$ cat src/rtl/utx_pkg.sv
package utx_pkg;
  typedef enum logic [1:0] {
    TX_OFF   = 2'd0,
    TX_LEAD  = 2'd1,
    TX_IDLE  = 2'd2,
    TX_SHIFT = 2'd3
  } tx_state_e;

  localparam logic [1:0] LVL_FLOAT = 2'b00;
  localparam logic [1:0] LVL_LOW   = 2'b01;
endpackage

$ cat src/rtl/utx_buffer.sv
module utx_buffer #(
  parameter int DATA_W = 8
) (
  input  logic              clk,
  input  logic              rst,
  input  logic              wr_stb,
  input  logic [DATA_W-1:0] wr_data,
  input  logic              load_buf,
  input  logic              clr_empty,
  input  logic              clr_under,
  input  logic              under_set,
  output logic              buf_full,
  output logic [DATA_W-1:0] buf_data,
  output logic              empty_flag,
  output logic              under_flag
);
  always_ff @(posedge clk) begin
    if (rst) begin
      buf_full   <= 1'b0;
      buf_data   <= '0;
      empty_flag <= 1'b1;
      under_flag <= 1'b0;
    end else begin
      if (wr_stb) begin
        buf_full <= 1'b1;
        buf_data <= wr_data;
      end else if (load_buf) begin
        buf_full <= 1'b0;
      end

      if (wr_stb)         empty_flag <= 1'b0;
      else if (load_buf)  empty_flag <= 1'b1;
      else if (clr_empty) empty_flag <= 1'b0;

      if (under_set)      under_flag <= 1'b1;
      else if (clr_under) under_flag <= 1'b0;
    end
  end


  load_from_empty_chk: assert property (@(posedge clk) disable iff (rst)
    load_buf |-> buf_full);


  underrun_with_data_chk: assert property (@(posedge clk) disable iff (rst)
    under_set |-> !buf_full);
endmodule

$ cat src/rtl/utx_shifter.sv
module utx_shifter #(
  parameter int DATA_W = 8
) (
  input  logic              clk,
  input  logic              rst,
  input  logic              load,
  input  logic              sync_fmt,
  input  logic [DATA_W-1:0] load_data,
  input  logic              step,
  output logic              line_bit,
  output logic              done
);
  localparam int FRAME_W = DATA_W + 2;
  localparam int CW      = $clog2(FRAME_W);
  localparam logic [CW-1:0] ASYNC_LAST = CW'(FRAME_W - 1);
  localparam logic [CW-1:0] SYNC_LAST  = CW'(DATA_W - 1);

  logic [FRAME_W-1:0] sreg_q;
  logic [CW-1:0]      left_q;

  always_ff @(posedge clk) begin
    if (rst) begin
      sreg_q <= '1;
      left_q <= '0;
    end else if (load) begin
      if (sync_fmt) begin
        sreg_q <= {2'b11, load_data};
        left_q <= SYNC_LAST;
      end else begin
        sreg_q <= {1'b1, load_data, 1'b0};
        left_q <= ASYNC_LAST;
      end
    end else if (step) begin
      sreg_q <= {1'b1, sreg_q[FRAME_W-1:1]};
      left_q <= left_q - 1'b1;
    end
  end

  assign line_bit = sreg_q[0];
  assign done     = (left_q == '0);


  reload_mid_char_chk: assert property (@(posedge clk) disable iff (rst)
    load |-> left_q == '0);


  step_past_end_chk: assert property (@(posedge clk) disable iff (rst)
    step |-> left_q != '0);
endmodule

$ cat src/rtl/utx_seq.sv
module utx_seq import utx_pkg::*; (
  input  logic      clk,
  input  logic      rst,
  input  logic      tick,
  input  logic      tx_en,
  input  logic      sync_mode,
  input  logic      buf_full,
  input  logic      done,
  output tx_state_e state,
  output logic      load_buf,
  output logic      load_sync,
  output logic      step,
  output logic      under_set,
  output logic      go_off
);
  tx_state_e state_q, state_d;

  always_comb begin
    state_d   = state_q;
    load_buf  = 1'b0;
    load_sync = 1'b0;
    step      = 1'b0;
    under_set = 1'b0;
    go_off    = 1'b0;
    if (tick) begin
      unique case (state_q)
        TX_OFF: begin
          if (tx_en) state_d = TX_LEAD;
        end
        TX_LEAD, TX_IDLE: begin
          if (!tx_en) begin
            state_d = TX_OFF;
            go_off  = 1'b1;
          end else if (buf_full) begin
            load_buf = 1'b1;
            state_d  = TX_SHIFT;
          end else if (sync_mode) begin
            load_sync = 1'b1;
            state_d   = TX_SHIFT;
          end else begin
            state_d = TX_IDLE;
          end
        end
        TX_SHIFT: begin
          if (!done) begin
            step = 1'b1;
          end else if (!tx_en) begin
            state_d = TX_OFF;
            go_off  = 1'b1;
          end else if (buf_full) begin
            load_buf = 1'b1;
          end else begin
            under_set = 1'b1;
            if (sync_mode) load_sync = 1'b1;
            else           state_d   = TX_IDLE;
          end
        end
        default: state_d = TX_OFF;
      endcase
    end
  end

  always_ff @(posedge clk) begin
    if (rst) state_q <= TX_OFF;
    else     state_q <= state_d;
  end

  assign state = state_q;


  off_hold_chk: assert property (@(posedge clk) disable iff (rst)
    (state_q == TX_OFF && !tick) |=> state_q == TX_OFF);


  lead_once_chk: assert property (@(posedge clk) disable iff (rst)
    (state_q == TX_LEAD && tick) |=> state_q != TX_LEAD);


  single_load_chk: assert property (@(posedge clk) disable iff (rst)
    !(load_buf && load_sync));
endmodule

$ cat src/rtl/usart_tx_ctrl.sv
module usart_tx_ctrl import utx_pkg::*; #(
  parameter int DATA_W = 8
) (
  input  logic              clk,
  input  logic              rst,
  input  logic              bit_tick,
  input  logic              tx_en,
  input  logic              sync_mode,
  input  logic [1:0]        pre_level,
  input  logic              auto_turn,
  input  logic [DATA_W-1:0] sync_char,
  input  logic              wr_stb,
  input  logic [DATA_W-1:0] wr_data,
  input  logic              clr_empty,
  input  logic              clr_underrun,
  output logic              tx_line,
  output logic              tx_drive,
  output logic              buf_empty,
  output logic              underrun,
  output logic              rx_turn_on
);
  tx_state_e         state;
  logic              load_buf, load_sync, step, under_set, go_off;
  logic              buf_full, done, line_bit;
  logic [DATA_W-1:0] buf_data, load_data;
  logic              line_q, drive_q, turn_q;

  utx_seq u_seq (
    .clk       (clk),
    .rst       (rst),
    .tick      (bit_tick),
    .tx_en     (tx_en),
    .sync_mode (sync_mode),
    .buf_full  (buf_full),
    .done      (done),
    .state     (state),
    .load_buf  (load_buf),
    .load_sync (load_sync),
    .step      (step),
    .under_set (under_set),
    .go_off    (go_off)
  );

  utx_buffer #(.DATA_W(DATA_W)) u_buf (
    .clk        (clk),
    .rst        (rst),
    .wr_stb     (wr_stb),
    .wr_data    (wr_data),
    .load_buf   (load_buf),
    .clr_empty  (clr_empty),
    .clr_under  (clr_underrun),
    .under_set  (under_set),
    .buf_full   (buf_full),
    .buf_data   (buf_data),
    .empty_flag (buf_empty),
    .under_flag (underrun)
  );

  assign load_data = load_sync ? sync_char : buf_data;

  utx_shifter #(.DATA_W(DATA_W)) u_shift (
    .clk       (clk),
    .rst       (rst),
    .load      (load_buf | load_sync),
    .sync_fmt  (sync_mode),
    .load_data (load_data),
    .step      (step),
    .line_bit  (line_bit),
    .done      (done)
  );

  always_ff @(posedge clk) begin
    if (rst) begin
      line_q  <= 1'b1;
      drive_q <= 1'b0;
      turn_q  <= 1'b0;
    end else begin
      unique case (state)
        TX_OFF: begin
          drive_q <= (pre_level != LVL_FLOAT);
          line_q  <= (pre_level != LVL_LOW);
        end
        TX_SHIFT: begin
          drive_q <= 1'b1;
          line_q  <= line_bit;
        end
        default: begin
          drive_q <= 1'b1;
          line_q  <= 1'b1;
        end
      endcase
      turn_q <= auto_turn & go_off;
    end
  end

  assign tx_line    = line_q;
  assign tx_drive   = drive_q;
  assign rx_turn_on = turn_q;


  turn_in_off_chk: assert property (@(posedge clk) disable iff (rst)
    turn_q |-> state == TX_OFF);


  released_only_off_chk: assert property (@(posedge clk) disable iff (rst)
    (state != TX_OFF) |=> drive_q);
endmodule

$ cat config.mk
export PLATFORM = sky130hd
export DESIGN_NAME = usart_tx_ctrl
export DESIGN_NICKNAME = d
export VERILOG_FILES = /design/src/rtl/utx_pkg.sv /design/src/rtl/utx_buffer.sv /design/src/rtl/utx_shifter.sv /design/src/rtl/utx_seq.sv /design/src/rtl/usart_tx_ctrl.sv
export SDC_FILE = /design/constraint.sdc
export NUM_CORES = 1
export LEC_CHECK = 0
export BUFFER_PORTS_ARGS = -buffer_cell sky130_fd_sc_hd__buf_2
export CAP_MARGIN = 20
export CORE_MARGIN = 1
export CORE_UTILIZATION = 58
export CTS_BUF_LIST = sky130_fd_sc_hd__clkbuf_16
export CTS_CLUSTER_DIAMETER = 50
export DETAILED_ROUTE_END_ITERATION = 12
export PLACE_DENSITY = 0.81
export SLEW_MARGIN = 40
export SYNTH_ARGS = -nofsm -noshare
export SYNTH_HDL_FRONTEND = slang
export SYNTH_HIERARCHICAL = 1
export SYNTH_SLANG_ARGS = --single-unit
$ cat constraint.sdc
create_clock -name clk -period 6.35 [get_ports clk]
set_clock_uncertainty 0.1 [all_clocks]
set_input_delay 0.635 -clock clk [delete_from_list [all_inputs] [get_ports clk]]
set_output_delay 0.635 -clock clk [all_outputs]
set_load 0.005 [all_outputs]
==> flow_summary.yaml <==
die:
  dieArea_um2: 3060
  std_cell_rows: 18
  dieHeight_um: 55.3
  start_util: 0.636
  io_pins: 32
  core_um2: 2590
  die_w_um: 55.3
global_route:
  grt-ovfl-total: 0
  grt_usage: 0.214
  grt_max_degree: 31
  antenna_found_initial: 0
  grt_pass1_vias: 1208
  grt_pass1_wl_mm: 5.13
job:
  maxCapViolCount: 0
setup_path:
  worstSetupPathType: "reg2reg"
  worst_setup_path_end_kind: "flip-flop"
  arrival_ns: 3.15
  start_kind: "flip-flop"
  path_max_fanout: 18
  cp_data_required_time_ns: 6.40
placed_design:
  place_congestion: 0.832
  place_hpwl_mm: 2.10
  io_buffers: 31
  pre_cts_slack_ns: 3.32
yosys:
  yosysSeqAreaShare: 0.353
  yosysTopAreaCell: "dfxtp_1"
  synth_ff_type: "dfxtp_1"
  synth_cell_types: 37
  synthTopCellsByArea: "dfxtp_1, mux2i_1, mux2_4"
  synth.avg_cell_area_um2: 9.98
  synth_edf_count: 0
  synthCells: 165
  synthesis.area_um2: 1650
  yosysTopAreaCellShare: 0.353
  ys_warn_count: 6
  synth_seq_cells: 29
  syn_nets: 198
  synthArstFlopShare: 0
finish:
  area_delta_synth_final_pct: 15.2
  utilization: 0.732
  layout_common_cells: "buf_2, mux2i_1, dfxtp_1"
  num_antenna_cells: 0
  fin_nets: 228
  drive_above_1_share: 0.262
  fill_cells: 188
pwr:
  power_density_nw_per_um2: 237
  power_leakage_nw: 0.811
  irDropWorstVdd_v: 0.000234
  power_w: 0.000449
sta:
  final-setup-viol-count: 0
  fmax_mhz: 322
  slew_headroom: 0.520
  post-route-period-util: 0.488
  tightest_slew_ns: 0.720
  hold_viol: 0
  worst_slack_ns: 3.25
  holdWs_ns: 0.370
  final.min_clock_period_ns: 3.10
  drv_slew: 0
  rsz0062_at_grt: "no"
  tns_ns: 0
route:
  route.detailed.drc: 0
  vias_per_cell: 5.64
  drt-initial-drc-count: 32
  dr.pass1.iters: 4
  ant_nets: 0
  wl_per_cell_um: 13.8
  vias: 1270
  wl_mm: 3.11
run_status:
  status: "complete, no violations"
clock_network:
  cts_tree: "done"
  cts-root-buf: "clkbuf_16"
  cts_made_buffers: 5
  cts_resized: 0
  clkTransAtPathRegs_ns: 0.05
  insertion_delay_ns: 0.27
  postCtsSetupRepairBufs: 0
  cts_htree_levels: 2
  cts.path.max_buffers: 2
  cts_hold_buf: 0
  clkSinkCount: 29
worst_hold_path:
  holdCritPathClass: "reg2reg"
-- cell families (layout without fill, tap and decap cells) --
kind of cell / Yosys count / count (layout) / synth area share
DFF: 29 / 29 / 0.353
AOI/OAI and AO/OA: 23 / 23 / 0.0958
and+or+nand+nor: 45 / 45 / 0.153
xor gates and xnor gates: 3 / 3 / 0.0160
adders and majority gates: 6 / 6 / 0.0456
buffers and inverters: 20 / 50 / 0.0752
muxes: 39 / 39 / 0.261
-- worst max-delay path, stage by stage (launching register included) --
cell and delay (ns):
dfxtp_1 0.34, inv_1 0.07, ha_1 0.17, nor3b_1 0.37, a21oi_1 0.15, nor3_1 0.20
and3_1 0.51, or2_1 0.65, mux2i_1 0.18, or2_1 0.25
-- synthesized netlist by cell type (2+ instances only) --
master and n:
and3_1 2, buf_6 3, xor2_1 2, a21oi_1 8
nand2b_1 3, buf_4 2, o21ai_0 4, nand2_1 4
nor2b_1 3, inv_1 9, mux2i_1 31, nor3_1 2
buf_2 2, a211o_1 2, nor2_1 14, o21a_1 3
nor3b_1 3, or2_1 9, ha_1 6, dfxtp_1 29
mux2_4 8
-- routing by layer --
| metal | track usage | vias up | share of wire |
|---|---|---|---|
| li1 | - | 626 | - |
| met1 | 0.256 | 587 | 0.43 |
| met2 | 0.351 | 50 | 0.48 |
| met3 | 0.0539 | 7 | 0.065 |
| met4 | 0.118 | 0 | 0.021 |
| met5 | 0 | - | 0 |
-- metrics by stage --
| stage | instance area, um^2 | std cells |
|---|---|---|
| finish | 1900 | 225 |
| global route | 1900 | 225 |
| CTS | 1900 | 225 |
| detailed placement | 1760 | 218 |
| global placement | 1760 | 218 |
| floorplan | 1650 | 165 |
-- registers in the layout, indices dropped and copies added, names as in the netlist --
register and cells:
u_shift/left_q 4, u_buf/empty_flag 1, rx_turn_on 1, tx_line 1, u_buf/buf_data 8, u_shift/sreg_q 9
u_buf/buf_full 1, tx_drive 1, u_buf/under_flag 1, u_seq/state 2
-- where the power goes --
part / total, W / leakage, nW / switching [W] / internal (W)
clock network: 0.000211 / 0.0685 / 0.0000722 / 0.000139
registers: 0.000193 / 0.237 / 0.00000381 / 0.000189
logic: 0.0000453 / 0.506 / 0.0000223 / 0.0000229
-- cell type report --
| cell class | instances | area, um^2 | share of cell area |
|---|---|---|---|
| Sequential cell | 29 | 581 | 0.306 |
| Clock inverter | 2 | 7.51 | 0.00396 |
| Clock buffer | 5 | 125 | 0.0660 |
| Inverter | 11 | 41.3 | 0.0218 |
| Tap cell | 30 | 37.5 | 0.0198 |
| Timing Repair Buffer | 32 | 163 | 0.0858 |
| Multi-Input combinational cell | 116 | 942 | 0.497 |
-- final timing paths --
kind,start,end,slack (ns),cells past startpoint
setup / recovery,u_shift/left_q[0],u_shift/sreg_q[4],3.25,9
hold / removal,u_buf/under_flag,u_buf/under_flag,0.37,2
setup reg to reg,u_shift/left_q[0],u_shift/sreg_q[4],3.25,9
hold reg to reg,u_buf/under_flag,u_buf/under_flag,0.37,2
Note: power is estimated with default switching activity, not from simulation.
